[src/rtl/slot_arb_pkg.sv]
// Package: shared transfer/burst encodings and burst length helper for the
// slave port arbitration scheduler. Assumes AHB-style 2-bit transfer and
// 3-bit burst codes.
package slot_arb_pkg;

    typedef enum logic [1:0] {
        TR_IDLE   = 2'd0,
        TR_BUSY   = 2'd1,
        TR_NONSEQ = 2'd2,
        TR_SEQ    = 2'd3
    } trans_e;

    typedef enum logic [2:0] {
        BT_SINGLE = 3'd0,
        BT_INCR   = 3'd1,
        BT_WRAP4  = 3'd2,
        BT_INCR4  = 3'd3,
        BT_WRAP8  = 3'd4,
        BT_INCR8  = 3'd5,
        BT_WRAP16 = 3'd6,
        BT_INCR16 = 3'd7
    } burst_e;

    localparam int MAX_FIXED_BEATS = 16;
    localparam int BEAT_W          = $clog2(MAX_FIXED_BEATS);

    // Number of beats in a fixed-length burst, zero for SINGLE and INCR.
    function automatic logic [BEAT_W:0] fixed_beats(input burst_e bt);
        case (bt)
            BT_WRAP4,  BT_INCR4:  fixed_beats = (BEAT_W+1)'(4);
            BT_WRAP8,  BT_INCR8:  fixed_beats = (BEAT_W+1)'(8);
            BT_WRAP16, BT_INCR16: fixed_beats = (BEAT_W+1)'(16);
            default:              fixed_beats = '0;
        endcase
    endfunction

endpackage

[src/rtl/sas_beat_tracker.sv]
// Beat tracker: counts the beats of the current burst and flags natural
// boundaries (idle, single transfer, last beat of a fixed burst, break pulse
// of an undefined-length burst). Assumes a burst begins with a NONSEQ beat.
// The boundary flag is not qualified by hready; the top does that.
module sas_beat_tracker
    import slot_arb_pkg::*;
(
    input  logic       clk,
    input  logic       rst_n,
    input  logic [1:0] htrans,
    input  logic [2:0] hburst,
    input  logic       hready,
    input  logic       ulb_end,
    output logic       boundary
);

    trans_e            tr;
    burst_e            bt;
    logic              active;
    logic              is_fixed;
    logic [BEAT_W-1:0] beat_q;
    logic [BEAT_W-1:0] cur_idx;
    logic [BEAT_W:0]   len;
    logic              last_fixed;

    assign tr     = trans_e'(htrans);
    assign bt     = burst_e'(hburst);
    assign active = (tr == TR_NONSEQ) || (tr == TR_SEQ);
    assign len    = fixed_beats(bt);
    assign is_fixed = (len != '0);

    // Index of the beat on the bus: zero on NONSEQ, else the running count.
    always_comb begin
        cur_idx = (tr == TR_NONSEQ) ? '0 : beat_q;
    end

    // Advance the beat count on every completed data beat.
    always_ff @(posedge clk) begin
        if (!rst_n) begin
            beat_q <= '0;
        end else if (active && hready) begin
            beat_q <= cur_idx + 1'b1;
        end
    end

    assign last_fixed = is_fixed && ({1'b0, cur_idx} == (len - 1'b1));

    // Combine the natural boundary conditions.
    always_comb begin
        boundary = (tr == TR_IDLE)
                 || (active && (bt == BT_SINGLE))
                 || (active && last_fixed)
                 || (active && (bt == BT_INCR) && ulb_end);
    end

endmodule

[src/rtl/sas_slot_timer.sv]
// Slot timer: reloads from the programmed limit at each arbitration point and
// counts down every clock. Flags expiry once it reaches zero, unless the
// limit loaded was zero, which disables it.
module sas_slot_timer #(
    parameter int SLOT_W = 8
) (
    input  logic              clk,
    input  logic              rst_n,
    input  logic              load,
    input  logic [SLOT_W-1:0] limit,
    output logic              expired
);

    logic [SLOT_W-1:0] cnt_q;
    logic              en_q;

    // Reload at a point, otherwise count down to zero and stop.
    always_ff @(posedge clk) begin
        if (!rst_n) begin
            cnt_q <= '0;
            en_q  <= 1'b0;
        end else if (load) begin
            cnt_q <= limit;
            en_q  <= (limit != '0);
        end else if (cnt_q != '0) begin
            cnt_q <= cnt_q - 1'b1;
        end
    end

    assign expired = en_q && (cnt_q == '0);

endmodule

[src/rtl/sas_prio_pick.sv]
// Fixed-priority picker: returns a one-hot vector of the lowest-index active
// request and whether any request is active. Pure combinational logic.
module sas_prio_pick #(
    parameter int NUM_MASTERS = 4
) (
    input  logic [NUM_MASTERS-1:0] req,
    output logic [NUM_MASTERS-1:0] pick,
    output logic                   any
);

    logic [NUM_MASTERS-1:0] blocked;

    assign blocked[0] = 1'b0;

    genvar g;
    generate
        for (g = 1; g < NUM_MASTERS; g++) begin : g_chain
            assign blocked[g] = blocked[g-1] | req[g-1];
        end
    endgenerate

    assign pick = req & ~blocked;
    assign any  = |req;

endmodule

[src/rtl/slot_arb_sched.sv]
// Slave port arbitration scheduler (top). Decides the cycles on which the
// slave may change owner and grants it by fixed priority at those cycles.
// Assumes the transfer signals describe the currently granted master's
// traffic on this port. Reset is synchronous and active-low.
module slot_arb_sched #(
    parameter int NUM_MASTERS = 4,
    parameter int SLOT_W      = 8
) (
    input  logic                   clk,
    input  logic                   rst_n,
    input  logic [NUM_MASTERS-1:0] req,
    input  logic [1:0]             htrans,
    input  logic [2:0]             hburst,
    input  logic                   hready,
    input  logic                   ulb_end,
    input  logic [SLOT_W-1:0]      slot_limit,
    output logic [NUM_MASTERS-1:0] grant,
    output logic                   arb_point
);

    logic                   boundary;
    logic                   slot_expired;
    logic                   unowned;
    logic [NUM_MASTERS-1:0] pick;
    logic                   any_req;

    sas_beat_tracker u_beats (
        .clk      (clk),
        .rst_n    (rst_n),
        .htrans   (htrans),
        .hburst   (hburst),
        .hready   (hready),
        .ulb_end  (ulb_end),
        .boundary (boundary)
    );

    sas_slot_timer #(.SLOT_W(SLOT_W)) u_slot (
        .clk     (clk),
        .rst_n   (rst_n),
        .load    (arb_point),
        .limit   (slot_limit),
        .expired (slot_expired)
    );

    sas_prio_pick #(.NUM_MASTERS(NUM_MASTERS)) u_pick (
        .req  (req),
        .pick (pick),
        .any  (any_req)
    );

    assign unowned = (grant == '0);

    // A point needs a completed beat plus a boundary, no owner, or expiry.
    always_comb begin
        arb_point = hready && (boundary || unowned || slot_expired);
    end

    // Update the grant at points that have at least one request.
    always_ff @(posedge clk) begin
        if (!rst_n) begin
            grant <= '0;
        end else if (arb_point && any_req) begin
            grant <= pick;
        end
    end

endmodule

[config.mk]
export PLATFORM = sky130hd
export DESIGN_NAME = slot_arb_sched
export DESIGN_NICKNAME = d
export VERILOG_FILES = /design/src/rtl/slot_arb_pkg.sv /design/src/rtl/sas_beat_tracker.sv /design/src/rtl/sas_slot_timer.sv /design/src/rtl/sas_prio_pick.sv /design/src/rtl/slot_arb_sched.sv
export SDC_FILE = /design/constraint.sdc
export NUM_CORES = 1
export LEC_CHECK = 0
export BUFFER_PORTS_ARGS = -buffer_cell sky130_fd_sc_hd__buf_2
export CAP_MARGIN = 20
export CELL_PAD_IN_SITES_DETAIL_PLACEMENT = 1
export CELL_PAD_IN_SITES_GLOBAL_PLACEMENT = 1
export CORE_ASPECT_RATIO = 1.2
export CORE_MARGIN = 3
export CORE_UTILIZATION = 35
export CTS_CLUSTER_DIAMETER = 80
export CTS_CLUSTER_SIZE = 24
export DETAILED_ROUTE_END_ITERATION = 8
export PLACE_DENSITY = 0.83
export SLEW_MARGIN = 10
export SYNTH_ARGS = -nofsm -noshare
export SYNTH_HDL_FRONTEND = slang
export SYNTH_SLANG_ARGS = --single-unit
[constraint.sdc]
create_clock -name clk -period 2.8 [get_ports clk]
set_clock_uncertainty 0.2 [all_clocks]
set_input_delay 0.56 -clock clk [delete_from_list [all_inputs] [get_ports clk]]
set_output_delay 0.56 -clock clk [all_outputs]
set_load 0.005 [all_outputs]
==> results of run 1 <==
==> sequential cells by signal, summed over array words and instances, names as in the netlist <==
name	count
grant	4
u_slot.en_q	1
u_slot.cnt_q	8
u_beats.beat_q	4
==> cell families after synthesis <==
family | synth area share
AO/OA/AOI/OAI | 0.197
AND/OR/NAND/NOR | 0.328
XOR/XNOR | 0.0387
buffers and inverters | 0.0564
multiplexers | 0.0354
flip-flops | 0.301
adder cells (fa/ha/maj) | 0.0442
==> metal layers <==
metal,up-vias,global-route usage,wire (µm)
li1,535,-,-
met1,501,0.174,1280
met2,20,0.292,1430
met3,5,0.0132,87
met4,0,0.0696,55
met5,-,0,0
==> power by group <==
part	leakage (µW)	total, µW	internal, µW	switching [µW]
clock	0.0000150	131	55.4	76.1
combinational	0.000390	282	142	139
sequential	0.000140	308	272	35.9
total	0.000546	721	470	251
==> worst max-delay path: stages <==
cell,delay (ns)
buf_8,0.09
and2b_2,0.22
inv_2,0.05
ha_4,0.26
nand3b_1,0.07
or3_1,0.31
o311a_1,0.14
o211ai_2,0.17
buf_2,0.15
==> layout make-up <==
class,instances,area (µm²)
Fill cell,390,1710
Multi-Input combinational cell,103,756
Sequential cell,17,342
Timing Repair Buffer,32,188
Inverter,5,18.8
Tap cell,36,45.0
Clock buffer,4,26.3
==> synth_stat cells (all sizes together), types with 2 or more instances <==
cell     n
inv      5
nor3     2
nor4     5
ha       4
buf      4
nor2     6
nand3    5
nand2b   6
or3      5
nand2   16
o21ai    9
o311a    3
xnor2    4
a21boi   6
o211ai   2
and2b    2
nand4    2
dfxtp   17
mux2i    4
nor2b    6
==> per-stage QoR <==
stage	cell area (µm²)	worst slack, ns	setup TNS, ns
2_1_floorplan	1150	-0.0131	-0.0131
3_3_place_gp	1290	-0.0449	-0.0449
3_5_place_dp	1290	-0.116	-0.477
4_1_cts	1350	-0.0490	-0.0490
5_1_grt	1380	-0.0496	-0.0496
6_report	1380	0.0225	0
==> worst paths after layout <==
kind / endpoint / depth (start not counted)
max: arb_point / 9
min: u_beats.beat_q[1] / 2
max reg2reg: u_slot.cnt_q[6] / 10
min reg2reg: u_beats.beat_q[1] / 2
==> placed cells by master, fill, tap and decap left out, drive strengths merged, types with 2 or more instances in the layout <==
master / instances
buf: 32
dfxtp: 17
a21boi: 6
nor2b: 6
and2b: 2
nor3: 2
nand4: 2
inv: 5
nor2: 6
ha: 4
nand2b: 6
or3: 5
o311a: 3
o21ai: 9
nand3: 5
nand2: 16
clkbuf: 4
o211ai: 2
mux2i: 4
nor4: 5
xnor2: 4
==> what timing repair did <==
item                       CTS  global route
gates resized for setup      2             4
pin swaps                    3             3
buffers inserted             2             2
setup endpoints to repair    1             1
==> summary.md, run 1 <==
| Metric | Value |
|---|---|
| Largest net degree at the start of global routing | `21` |
| Vias | `1061` |
| Clock Path Buffers | `2` |
| Cell Rows | `22` |
| Fin nets | `between 150 and 200` |
| Critical Path Start | `hburst[2]` |
| Post-layout util | `0.446` |
| Post-synth top flop | `dfxtp_1` |
| H-Tree Depth | `1` |
| Routed wire length | `roughly 2900 µm` |
| DR vias/cell | `between 5 and 6` |
| Total GRT Usage | `0.154` |
| Syn_area_per_cell | `around 8.7 µm²` |
| Hold slack | `approximately 0.28 ns` |
| Dominant cells by area after synthesis | `dfxtp_1 (30%), nand2_1 (5.3%), ha_1 (4.4%)` |
| Initial Util | `0.367` |
| Die area | `between 3000 and 4000 µm²` |
| Status | `finished, final reports clean` |
| Post-synth ARST share | `0` |
| Hold Violations, Final | `0` |
| Hold crit path type | `reg -> reg` |
| Placer congestion estimate | `a little under 0.8` |
| CTS tree | `yes` |
| Reg2reg start | `u_slot.cnt_q[1]` |
| Crit. End Element | `primary output` |
| Rel. slew slack | `0.690` |
| CORE AREA | `a little over 3000 µm²` |
| Peak VDD IR | `between 0.3 and 0.4 mV` |
| Lkg Pwr | `roughly 0.00055 µW` |
| Root Driver | `clkbuf_4` |
| Initial antenna violation count | `0` |
| Die span in y | `between 60 and 70 µm` |
| Residual DRC | `0` |
| WP data arrival | `2.02 ns` |
| Area Growth Syn to Fin | `21.4%` |
| Antenna Violating Nets Remaining | `0` |
| Yosys top cell area share | `0.301` |
| Tmin final | `2.78 ns` |
| Synth warnings | `0` |
| Crit Path Max Fanout | `3` |
| Die width | `about 58 µm` |
| Post-CTS Hold Buffers | `0` |
| Period utilisation layout | `0.992` |
| Worst setup SP type | `input port` |
| Worst EP required | `2.04 ns` |
| Hpwl dp | `2210 µm` |
| Clock-pin slew on the worst setup and hold paths | `~0.09 ns` |
| Wirelength per Cell | `14.5 µm` |
| Largest area contributor in the netlist | `dfxtp_1` |
| Max-cap violations | `0` |
| Seq cells post-synth | `17` |
| Critical hold path startpoint | `u_beats.beat_q[1]` |
| Grt ovf | `0` |
| P per Cell Area | `approximately 520 nW/µm²` |
| Max Clk Rate | `approximately 0.36 GHz` |
| Skew-Pair Late Insertion Delay | `slightly below 0.3 ns` |
| Synth Instances | `130` |
| Net Count, Synth | `between 150 and 200` |
| DR pass1 iterations | `4` |
| Inst Count DP | `189` |
| Post-synth EDFFs | `0` |
| Synthesized area | `1130 µm²` |
| N_diodes | `0` |
| 1st-iter DRT viols | `11` |
| I/O Buffers | `25` |
| CTS Buf Count | `3` |
| Flop2flop setup slack | `0.30 ns` |
| Final slew viol count | `0` |
| Post-synth cell types | `between 40 and 50` |
| First-pass GRT wire length | `between 4000 and 5000 µm` |
| Vias in the first global route | `around 1100` |
| Crit path kind | `in -> out` |
| Share of cells above drive strength 1 | `0.317` |
| CTS sink cnt | `17` |
| Non-filler cells, final | `~200` |
| Power, Total | `721 µW` |
| Final setup violation count | `0` |
| Worst Tran Pin Value | `around 0.46 ns` |
| RSZ-0062 raised after global routing | `true` |
| Ports | `26` |
| Post-synthesis sequential area ratio | `0.301` |
(Power assumes the default switching activity.)
==> inputs of run 2 (changes only) <==
==> constraint.sdc (replaced) <==
create_clock -name clk -period 2.8 [get_ports clk]
set_clock_uncertainty 0.2 [all_clocks]
set_input_delay 0.84 -clock clk [delete_from_list [all_inputs] [get_ports clk]]
set_output_delay 0.84 -clock clk [all_outputs]
set_load 0.005 [all_outputs]
==> run 2 against run 1 <==
The flow now finishes with violations (setup timing). Critical path depth stayed put. Routed wire length is 19% higher. Power increased by 10%. Count of clock-buffer cells in the layout unchanged. Die area unchanged. Highest routed layer unchanged. Register-to-register slack worse by 0.07 ns. Critical path type unchanged.
==> summary.md, run 2 (same netlist as run 1, synthesis figures left out) <==
| Metric | Value |
|---|---|
| N_diodes | `0 (unchanged)` |
| CORE AREA | `3080 µm² (unchanged)` |
| Worst setup SP type | `input port (unchanged)` |
| Share of cells above drive strength 1 | `0.363 (was 0.317)` |
| Die area | `3960 µm² (unchanged)` |
| Top delay family on crit path | `simple AND/OR/NAND/NOR gates (unchanged)` |
| P per Cell Area | `523 nW/µm² (was 525 nW/µm²)` |
| Sw frac | `0.355 (was 0.348)` |
| Total GRT Usage | `0.164 (was 0.154)` |
| Vias | `1131 (was 1061)` |
| 1st-iter DRT viols | `19 (was 11)` |
| Die span in y | `68.3 µm (unchanged)` |
| Largest registers | `u_slot.cnt_q (8), grant (4), u_beats.beat_q (4) (unchanged)` |
| Largest net degree at the start of global routing | `21 (unchanged)` |
| Most common cell after layout, fill and taps aside | `buf_2 (unchanged)` |
| Wirelength per Cell | `16.7 µm (was 14.5 µm)` |
| Worst path max stage delay | `0.31 ns (about the same)` |
| Comb pwr share | `0.438 (was 0.391)` |
| RSZ-0062 raised after global routing | `true (unchanged)` |
| I/O Buffers | `25 (unchanged)` |
| Max-cap violations | `0 (unchanged)` |
| Initial Util | `0.367 (unchanged)` |
| Routed wire length | `3410 µm (was 2860 µm)` |
| Grt ovf | `0 (unchanged)` |
| Clock-pin slew on the worst setup and hold paths | `0.10 ns (was 0.09 ns)` |
| Rel. slew slack | `0.645 (was 0.690)` |
| Largest Register | `u_slot.cnt_q (unchanged)` |
| Tmin final | `3.39 ns (was 2.78 ns)` |
| DR vias/cell | `5.54 (was 5.39)` |
| Crit-path cells | `buf_6, and2b_2, inv_2, ha_4, nand3b_1, or3_1, o311a_1, o211ai_2, buf_2 (was buf_8, and2b_2, inv_2, ha_4, nand3b_1, or3_1, o311a_1, o211ai_2, buf_2)` |
| Inst Count DP | `194 (was 189)` |
| Hold crit path type | `reg -> reg (unchanged)` |
| Final setup violation count | `6 (was 0)` |
| DP Area | `1330 µm² (was 1290 µm²)` |
| Reg2reg start | `u_slot.cnt_q[0] (was u_slot.cnt_q[1])` |
| Filler cell count | `383 (was 390)` |
| Die width | `57.9 µm (unchanged)` |
| CTS tree | `yes (unchanged)` |
| Fin nets | `194 (was 187)` |
| Crit Path Max Fanout | `3 (unchanged)` |
| Ports | `26 (unchanged)` |
| DR pass1 iterations | `4 (unchanged)` |
| H-Tree Depth | `1 (unchanged)` |
| Status | `finished, violations left (was finished, final reports clean)` |
| Clock Path Buffers | `2 (unchanged)` |
| Clk pwr share | `0.173 (was 0.182)` |
| Final instance area | `1520 µm² (was 1380 µm²)` |
| CTS Buf Count | `3 (unchanged)` |
| Most frequent cells in the layout | `buf_2 (23), dfxtp_1 (17), nand2_1 (14) (was buf_2 (24), nand2_1 (16), dfxtp_1 (16))` |
| Worst Tran Pin Value | `0.528 ns (was 0.462 ns)` |
| Critical Path Start | `hburst[2] (unchanged)` |
| Max Clk Rate | `0.295 GHz (was 0.360 GHz)` |
| Largest register FFs | `8 (unchanged)` |
| Skew-Pair Late Insertion Delay | `0.29 ns (about the same)` |
| Psw | `281 µW (was 251 µW)` |
| Hpwl dp | `2310 µm (was 2210 µm)` |
| Slowest cell on the critical path | `or3_1 (unchanged)` |
| Crit. End Element | `primary output (unchanged)` |
| Placer congestion estimate | `0.791 (was 0.769)` |
| First-pass GRT wire length | `5060 µm (was 4730 µm)` |
| Critical hold path startpoint | `u_beats.beat_q[1] (unchanged)` |
| Lkg Pwr | `0.000622 µW (was 0.000546 µW)` |
| Buffers & Inverters on Critical Path | `3 (unchanged)` |
| Seq pwr share | `0.389 (was 0.427)` |
| Cell Rows | `22 (unchanged)` |
| Setup ws final | `-0.586 ns (was 0.0225 ns)` |
| WP data arrival | `2.35 ns (was 2.02 ns)` |
| Post-CTS Hold Buffers | `0 (unchanged)` |
| Vias in the first global route | `1164 (was 1108)` |
| Total negative setup slack | `-0.765 ns (was 0 ns)` |
| Antenna Violating Nets Remaining | `0 (unchanged)` |
| Worst EP required | `1.76 ns (was 2.04 ns)` |
| Period utilisation layout | `1.21 (was 0.992)` |
| Peak VDD IR | `0.361 mV (was 0.350 mV)` |
| CTS sink cnt | `17 (unchanged)` |
| Final slew viol count | `0 (unchanged)` |
| Residual DRC | `0 (unchanged)` |
| Root Driver | `clkbuf_4 (unchanged)` |
| Internal cell power | `512 µW (was 470 µW)` |
| Initial antenna violation count | `0 (unchanged)` |
| Violated checks | `setup timing` |
| Crit path kind | `in -> out (unchanged)` |
| Hold Violations, Final | `0 (unchanged)` |
| Non-filler cells, final | `204 (was 197)` |
| Area Growth Syn to Fin | `34.0% (was 21.4%)` |
==> run 2: cell count changes in the layout (fill, tap and decap cells not counted), moves of 2 or more <==
cell,delta
nand2_1,-2
buf_6,+2
buf_4,+3
or3_4,+2
ha_2,-2
or3_1,-2
clkbuf_16,+2
==> run 2: power groups by stage <==
stage          logic [µW]  registers (µW)  clock network [µW]
6_report              347             309                 137
5_1_grt               382             313                 154
3_5_place_dp          268             313                   0
2_1_floorplan         203             303                   0
4_1_cts               283             308                 141
3_3_place_gp          253             308                   0
==> run 2: cell type report <==
type                       count  area (µm²)  share of cell area
multi-input combinational    103         790               0.520
tap                           36        45.0              0.0297
clock buffer                   4        26.3              0.0173
inverter                       5        18.8              0.0124
timing repair buffer          39         298               0.196
sequential                    17         340               0.224
==> run 2: repair_timing <==
item,4_1_cts,5_1_grt
gates resized for setup,4,11
buffers inserted,2,2
endpoints found under the setup margin,8,8
gates cloned,0,2
pin swaps,1,10
==> run 2: per-layer routing <==
layer | track usage | share of wire
met1 | 0.178 | 0.39
met2 | 0.322 | 0.57
met3 | 0.0113 | 0.024
met4 | 0.0725 | 0.017
met5 | 0 | 0
==> run 2: metrics by stage <==
stage | hold WS (ns) | setup slack, ns | total power (µW) | utilization
after detailed placement | 0.272 | -0.697 | 581 | 0.432
after global routing | 0.325 | -0.651 | 849 | 0.492
after global placement | 0.256 | -0.590 | 561 | 0.432
after CTS | 0.287 | -0.582 | 731 | 0.451
final | 0.283 | -0.586 | 793 | 0.492
after floorplan | 0.243 | -0.573 | 506 | -
==> run 2: tightest hold or removal path, delay by kind of cell (launching register included) <==
family / cells / cell delay, ns
compound gates: 1 / 0.07
flops: 1 / 0.33
simple gates: 1 / 0.05
==> run 2: path summary, 6_finish.rpt <==
path                                     endpoint  slack (ns)  depth (start not counted)
worst max-delay path                    arb_point       -0.59                          9
worst min-delay path            u_beats.beat_q[1]        0.28                          2
worst max register to register    u_slot.cnt_q[1]        0.23                         11
worst min register to register  u_beats.beat_q[1]        0.28                          2
